[src/rtl/ppg_pkg.sv]
package ppg_pkg;

    localparam int unsigned PPG_ADDR_W = 2;
    localparam int unsigned PPG_CW_W   = 8;

    // control word bit positions
    localparam int unsigned CW_MODE_BIT = 7;
    localparam int unsigned CW_A_BIT    = 4;
    localparam int unsigned CW_CH_BIT   = 3;
    localparam int unsigned CW_B_BIT    = 1;
    localparam int unsigned CW_CL_BIT   = 0;

    typedef enum logic [PPG_ADDR_W-1:0] {
        SEL_PA   = 2'd0,
        SEL_PB   = 2'd1,
        SEL_PC   = 2'd2,
        SEL_CTRL = 2'd3
    } ppg_sel_e;

    // 1 = input in every field
    typedef struct packed {
        logic a_in;
        logic b_in;
        logic ch_in;
        logic cl_in;
    } ppg_dir_t;

    localparam ppg_dir_t PPG_DIR_RESET = '{a_in: 1'b1, b_in: 1'b1, ch_in: 1'b1, cl_in: 1'b1};

    function automatic logic [PPG_CW_W-1:0] ppg_pack_cw(input ppg_dir_t d);
        logic [PPG_CW_W-1:0] w;
        w               = '0;
        w[CW_MODE_BIT]  = 1'b1;
        w[CW_A_BIT]     = d.a_in;
        w[CW_CH_BIT]    = d.ch_in;
        w[CW_B_BIT]     = d.b_in;
        w[CW_CL_BIT]    = d.cl_in;
        return w;
    endfunction

endpackage

[src/rtl/ppg_sync.sv]
module ppg_sync #(
    parameter int unsigned WIDTH  = 24,
    parameter int unsigned STAGES = 2
) (
    input  logic             clk,
    input  logic             rst_n,
    input  logic [WIDTH-1:0] d,
    output logic [WIDTH-1:0] q
);

    logic [STAGES-1:0][WIDTH-1:0] chain;

    always_ff @(posedge clk or negedge rst_n) begin
        if (!rst_n) begin
            chain <= '0;
        end else begin
            chain[0] <= d;
            for (int s = 1; s < int'(STAGES); s++) begin
                chain[s] <= chain[s-1];
            end
        end
    end

    assign q = chain[STAGES-1];

endmodule

[src/rtl/ppg_ctrl.sv]
module ppg_ctrl
    import ppg_pkg::*;
(
    input  logic     clk,
    input  logic     rst_n,
    input  logic     ctrl_wr,
    input  logic     mode_flag,
    input  ppg_dir_t dir_req,
    output ppg_dir_t dir,
    output logic     mode_set
);

    // mode-set transition: only a flagged control write moves the state
    assign mode_set = ctrl_wr & mode_flag;

    always_ff @(posedge clk or negedge rst_n) begin
        if (!rst_n) begin
            dir <= PPG_DIR_RESET;
        end else if (mode_set) begin
            dir <= dir_req;
        end
    end

endmodule

[src/rtl/ppg_latch.sv]
module ppg_latch #(
    parameter int unsigned DATA_W    = 8,
    parameter int unsigned NUM_PORTS = 3,
    parameter int unsigned ADDR_W    = 2
) (
    input  logic                        clk,
    input  logic                        rst_n,
    input  logic                        clr,
    input  logic                        wr,
    input  logic [ADDR_W-1:0]           sel,
    input  logic [DATA_W-1:0]           wdata,
    output logic [NUM_PORTS*DATA_W-1:0] lat
);

    generate
        for (genvar p = 0; p < int'(NUM_PORTS); p++) begin : g_port
            logic [DATA_W-1:0] q;

            always_ff @(posedge clk or negedge rst_n) begin
                if (!rst_n) begin
                    q <= '0;
                end else if (clr) begin
                    q <= '0;
                end else if (wr && (sel == ADDR_W'(p))) begin
                    q <= wdata;
                end
            end

            assign lat[p*DATA_W +: DATA_W] = q;
        end
    endgenerate

endmodule

[src/rtl/ppg_read.sv]
module ppg_read
    import ppg_pkg::*;
#(
    parameter int unsigned DATA_W = 8,
    localparam int unsigned LINES = 3 * DATA_W
) (
    input  logic                clk,
    input  logic                rst_n,
    input  logic                rd,
    input  ppg_sel_e            sel,
    input  logic [LINES-1:0]    lat,
    input  logic [LINES-1:0]    pin_s,
    input  logic [LINES-1:0]    oe,
    input  logic [PPG_CW_W-1:0] cw,
    output logic [DATA_W-1:0]   rdata
);

    logic [LINES-1:0]  view;
    logic [DATA_W-1:0] nxt;

    assign view = (lat & oe) | (pin_s & ~oe);

    always_comb begin
        unique case (sel)
            SEL_PA:   nxt = view[0*DATA_W +: DATA_W];
            SEL_PB:   nxt = view[1*DATA_W +: DATA_W];
            SEL_PC:   nxt = view[2*DATA_W +: DATA_W];
            SEL_CTRL: nxt = DATA_W'(cw);
            default:  nxt = '0;
        endcase
    end

    always_ff @(posedge clk or negedge rst_n) begin
        if (!rst_n) begin
            rdata <= '0;
        end else if (rd) begin
            rdata <= nxt;
        end
    end

endmodule

[src/rtl/ppg_top.sv]
module ppg_top
    import ppg_pkg::*;
#(
    parameter int unsigned DATA_W      = 8,
    parameter int unsigned SYNC_STAGES = 2,
    localparam int unsigned NUM_PORTS  = 3,
    localparam int unsigned LINES      = NUM_PORTS * DATA_W,
    localparam int unsigned NIB        = DATA_W / 2
) (
    input  logic                  clk,
    input  logic                  rst_n,
    input  logic [PPG_ADDR_W-1:0] addr,
    input  logic                  wr_en,
    input  logic                  rd_en,
    input  logic [DATA_W-1:0]     wdata,
    output logic [DATA_W-1:0]     rdata,
    input  logic [LINES-1:0]      pin_in,
    output logic [LINES-1:0]      pin_out,
    output logic [LINES-1:0]      pin_oe
);

    ppg_sel_e            sel;
    logic                ctrl_wr;
    logic                port_wr;
    logic                mode_set;
    ppg_dir_t            dir_req;
    ppg_dir_t            dir;
    logic [LINES-1:0]    lat;
    logic [LINES-1:0]    pin_s;
    logic [PPG_CW_W-1:0] cw;

    always_comb begin
        sel     = ppg_sel_e'(addr);
        ctrl_wr = 1'b0;
        port_wr = 1'b0;
        unique case (sel)
            SEL_PA, SEL_PB, SEL_PC: port_wr = wr_en;
            SEL_CTRL:               ctrl_wr = wr_en;
            default:                port_wr = 1'b0;
        endcase
    end

    always_comb begin
        dir_req.a_in  = wdata[CW_A_BIT];
        dir_req.b_in  = wdata[CW_B_BIT];
        dir_req.ch_in = wdata[CW_CH_BIT];
        dir_req.cl_in = wdata[CW_CL_BIT];
    end

    ppg_ctrl u_ctrl (
        .clk       (clk),
        .rst_n     (rst_n),
        .ctrl_wr   (ctrl_wr),
        .mode_flag (wdata[CW_MODE_BIT]),
        .dir_req   (dir_req),
        .dir       (dir),
        .mode_set  (mode_set)
    );

    ppg_latch #(
        .DATA_W    (DATA_W),
        .NUM_PORTS (NUM_PORTS),
        .ADDR_W    (PPG_ADDR_W)
    ) u_latch (
        .clk   (clk),
        .rst_n (rst_n),
        .clr   (mode_set),
        .wr    (port_wr),
        .sel   (addr),
        .wdata (wdata),
        .lat   (lat)
    );

    ppg_sync #(
        .WIDTH  (LINES),
        .STAGES (SYNC_STAGES)
    ) u_sync (
        .clk   (clk),
        .rst_n (rst_n),
        .d     (pin_in),
        .q     (pin_s)
    );

    assign cw = ppg_pack_cw(dir);

    // expand direction fields onto lines
    assign pin_oe[0*DATA_W +: DATA_W]       = {DATA_W{~dir.a_in}};
    assign pin_oe[1*DATA_W +: DATA_W]       = {DATA_W{~dir.b_in}};
    assign pin_oe[2*DATA_W +: NIB]          = {NIB{~dir.cl_in}};
    assign pin_oe[2*DATA_W + NIB +: NIB]    = {NIB{~dir.ch_in}};
    assign pin_out = lat;

    ppg_read #(
        .DATA_W (DATA_W)
    ) u_read (
        .clk   (clk),
        .rst_n (rst_n),
        .rd    (rd_en),
        .sel   (sel),
        .lat   (lat),
        .pin_s (pin_s),
        .oe    (pin_oe),
        .cw    (cw),
        .rdata (rdata)
    );

endmodule

[config.mk]
export PLATFORM = sky130hd
export DESIGN_NAME = ppg_top
export DESIGN_NICKNAME = d
export VERILOG_FILES = /design/src/rtl/ppg_pkg.sv /design/src/rtl/ppg_sync.sv /design/src/rtl/ppg_ctrl.sv /design/src/rtl/ppg_latch.sv /design/src/rtl/ppg_read.sv /design/src/rtl/ppg_top.sv
export SDC_FILE = /design/constraint.sdc
export NUM_CORES = 1
export LEC_CHECK = 0
export BUFFER_PORTS_ARGS = -buffer_cell sky130_fd_sc_hd__buf_2
export CAP_MARGIN = 20
export CORE_MARGIN = 10
export CORE_UTILIZATION = 55
export DETAILED_ROUTE_END_ITERATION = 10
export GPL_TIMING_DRIVEN = 0
export MAX_ROUTING_LAYER = met4
export PLACE_DENSITY_LB_ADDON = 0.08
export REMOVE_ABC_BUFFERS = 1
export SLEW_MARGIN = 10
export SYNTH_ARGS = -nofsm -noshare
export SYNTH_HDL_FRONTEND = slang
export SYNTH_SLANG_ARGS = --single-unit
[constraint.sdc]
create_clock -name clk -period 4.3 [get_ports clk]
set_input_delay 0.86 -clock clk [delete_from_list [all_inputs] [get_ports clk]]
set_output_delay 0.86 -clock clk [all_outputs]
set_load 0.01 [all_outputs]
Word-level counts from Yosys, hierarchy flattened

Cells that the tools add are included.

Div/mod/pow operators: 0
Multiplexer cells: 9
Bitwise logic cells: 9
$mul: 0
Reductions and logical operators: 8
Eq/ne operators: 3
Magnitude comparators: 0
Shift operators: 0
Add/subtract/negate cells: 0

Operators with widths:

| operator                                       | count |
|---|---|
| bitwise AND 24 bit                             | 2 |
| 2-to-1 mux 8 bit                               | 6 |
| case mux 8 bit (4 select lines)                | 1 |
| inverter 24 bit                                | 1 |
| bitwise OR 24 bit                              | 1 |
| nonzero test 2 bit                             | 3 |
| == test 2 bit (second input constant)          | 2 |
| inverter 1 bit                                 | 4 |
| logical AND 1 bit                              | 3 |
| OR reduction 3 bit                             | 1 |
| == test 2 x 1 -> 1 bit (second input constant) | 1 |
| zero test 2 bit                                | 1 |
| 2-to-1 mux 1 bit                               | 2 |
| bitwise AND 1 bit                              | 1 |

Logic and storage cells: 39
Bits in latches: 0
Memory bits (writable): 0
Input port bits: 38
Register bits: 84
Bits in read-only memories: 0
Memories: 0
Output and inout port bits: 56

Longest topological paths before layout

Depth in word-level cells: 6
Mapped depth: 4
Mapped depth without buffers: 3

Cells and area by module

From an unflattened synthesis, not the netlist that was laid out.

Cell total of the unflattened synthesis: 275
Area total of the unflattened synthesis: 3593.4 sq um

By module, submodules not included:

| module    | cells each | area an instance (sq um) | seq. area each (sq um) | times used |
|---|---|---|---|---|
| ppg_sync  | 72         | 1381.3                   | 1201.2                 | 1 |
| ppg_latch | 91         | 1111.1                   | 600.6                  | 1 |
| ppg_read  | 74         | 735.7                    | 200.2                  | 1 |
| ppg_top   | 28         | 190.2                    | 0.0                    | 1 |
| ppg_ctrl  | 10         | 175.2                    | 105.1                  | 1 |

Worst setup path before layout

Ideal clock, no wire load.

Path type: reg2out
From: register u_ctrl.dir[2] (netlist name)
To: output pin_oe[10]
Cell stages (with the launch flop): 4
Data arrival time: 0.949 ns
Buffers on the path: 2
Required time: 3.440 ns
Slack: 2.491 ns
Path through: dfstp_2 -> buf_6 -> inv_1 -> buf_4

Cells in the longest elaborated chain, start to end: 1

Ends and longest elaborated chain:

| what             | RTL line      | text |
|---|---|---|
| inverter 1 bit   | ppg_top.sv:88 | `assign pin_oe[1*DATA_W +: DATA_W] = {DATA_W{~dir.b_in}};` |
| end: declaration | ppg_top.sv:19 | `output logic [LINES-1:0] pin_oe` |

Every way passes these cells.

Final worst setup path

From: register u_ctrl.dir[2] (netlist name)
To: output pin_oe[8]

Cells in the longest elaborated chain, start to end: 1

Ends and longest elaborated chain:

| what           | RTL line |
|---|---|
| inverter 1 bit | ppg_top.sv:88 |

Every way passes these cells.

==> qor.yml <==
status: "complete, no violations"
area_growth_pct: 17.8
synth_xor_area_frac: 0
fmaxAchievable_mhz: 424
finalClockSkew_ps: 9.85
initial_utilization: 0.559
drt_first_iter_violations: 156
fp.dieArea_sq_um: 9430
io_pins: 94
period_share: 0.549
postRouteAntennaNets: 0
syn_area_sq_um: 3270
synthFlopType: "dfrtp_1"
layout_commonest_cell: "buf_2"
clock_path_buffers: 2
drv_slew: 0
drt-total-wl_microns: 7710
synthArstFlopShare: 1.00
cp-end-kind: "output port"
finalHoldViolCount: 0
cp-startpoint: "u_ctrl.dir[2]"
arrival_ps: 1500
synth_top_family_by_area: "multiplexers"
drive_gt1_frac: 0.396
io_buffers: 93
wl_per_cell_microns: 18.5
grt_max_degree: 53
dp_hpwl_microns: 5200
synth_cell_types: 35
cts_buffers: 9
grt_pass1_vias: 2360
clockRootBuffer: "clkbuf_8"
synthAdderAreaFrac: 0
ys_seq_area_frac: 0.644
core-area_sq_um: 5850
relSlewSlack: 0.266
worst_path_dominant_cell_family: "flip-flops"
synth_compound_area_frac: 0.0849
antenna_found_initial: 0
cts_num_sinks: 84
overflow: 0
cpMaxStageDelayCell: "dfstp_2"
ys_warn_count: 0
fill_cells: 476
path_buf_inv: 2
synth.mux.area_fraction: 0.0979
max_cap_violations: 0
finalSetupViolCount: 0
peakVddDrop_v: 0.000296
antenna_cells: 0
final_util: 0.658
cts_htree_levels: 3
crit_fanout: 11
vias: 2219
tightestPinTransition_ps: 1100
clk_pin_slew_ps: 80
cts_setup_buffers: 0
ctsHoldBuffers: 0
grtUsageTotal: 0.169
slowest_delay_ps: 760
worst_skew_pair.late_latency_ps: 360
rsz0062_at_grt: "false"
r2r_start: "u_ctrl.dir[2]"
leakagePower_nw: 1.84
die_width_microns: 97.1
most-common-layout-cells: "buf_2 (92), dfrtp_1 (80), nand2_1 (22), nor2_1 (17), a21oi_1 (17)"
post_cts_resized: 0
drc: 0
timing.setup.tns_ps: 0
grt_pass1_wl_microns: 12400
cts_tree: "yes"
r2r_slack_ps: 2600
dr.pass1.iters: 4
start_kind: "flip-flop"
power.density_nw_per_um2: 484
synthCells: 263
worstHoldPathType: "reg2reg"
period_minus_slack_ps: 2360
ys_ff_latch: 84
fin_nets: 374
hp-start: "u_sync.chain[11]"
fp.dieH_microns: 97.1
synth_enable_flop_cells: 0
worst-setup-path-type: "reg2out"
placementRows: 28
globalplace.congestion: 0.785
viasPerCell: 5.33
synthSimpleGateAreaFrac: 0.0968
syn_area_per_cell_sq_um: 12.4
crit_chain: "inv_1 -> buf_2"
cp.required_ps: 3440
[layer usage]
metal  vias to the layer above  wire, microns  GRT usage
met1                      1098           3530      0.212
met2                        79           3600      0.255
li1                       1029              -          -
met4                         0            126     0.0715
met3                        13            453     0.0441
met5                         -              0          -
[through the flow]
step,area (sq um),power [W],instances,worst slack [ps],hold WS [ps]
after floorplan,3040,0.00112,230,2060,331
after global placement,3600,0.00130,398,1040,332
after detailed placement,3650,0.00132,400,1660,335
after CTS,3850,0.00188,416,1940,351
after global routing,3850,0.00196,416,1870,360
final,3850,0.00186,416,1940,345
[cell type report]
class	count	area (sq um)	area share
Timing Repair Buffer	95	507	0.132
Inverter	6	22.5	0.00585
Sequential cell	84	2110	0.547
Tap cell	75	93.8	0.0244
Clock buffer	11	141	0.0367
Clock inverter	5	61.3	0.0159
Multi-Input combinational cell	140	920	0.239
[power by group]
group | switching, W | total [W] | internal (W)
logic | 0.000189 | 0.000354 | 0.000165
clock network | 0.000284 | 0.000569 | 0.000285
registers | 0.0000683 | 0.000941 | 0.000873
[worst register-to-register path, delay by kind of cell (launching register included)]
| family | cells | cell delay (ps) |
|---|---|---|
| mux | 1 | 340 |
| flops | 1 | 760 |
| compound gates | 2 | 470 |
[registers in the layout (all words and copies together) (netlist names)]
| name | cells |
|---|---|
| u_ctrl.dir | 4 |
| u_sync.q | 24 |
| u_sync.chain | 24 |
| u_read.rdata | 8 |
| u_latch.g_port.q | 24 |
[Yosys cell counts, types with 2 or more instances]
cell      instances  area, sq um
mux2i_1          11          110
clkbuf_1          2         7.51
a222oi_1          3         30.0
nor2b_1           2         12.5
a21oi_1          17         85.1
buf_2             7         35.0
dfstp_2           4          105
nand3b_1          2         15.0
o21ai_0           9         45.0
a31oi_1           5         31.3
buf_6             2         22.5
mux2_4            2         30.0
nor3b_1           3         22.5
nand2_1          22         82.6
mux2_2           16          180
a22oi_1           3         22.5
dfrtp_1          80         2000
o21a_1            2         15.0
nor2_1           17         63.8
inv_1             6         22.5
nand3_1          14         70.1
buf_4            21          158
[cell families after synthesis]
kind of cell | count (synthesis)
flops | 84
simple gates | 66
compound gates | 45
buf+inv | 39
mux | 29
[path summary, 6_finish.rpt]
path                       cells past startpoint               to
min                                            0     u_sync.q[11]
max                                            2        pin_oe[8]
min in group asynchronous                      1  u_sync.chain[8]
max in group asynchronous                      2    u_ctrl.dir[3]
max reg2reg                                    3  u_read.rdata[6]
min reg2reg                                    0     u_sync.q[11]
Note: power is estimated with default switching activity, not from simulation.
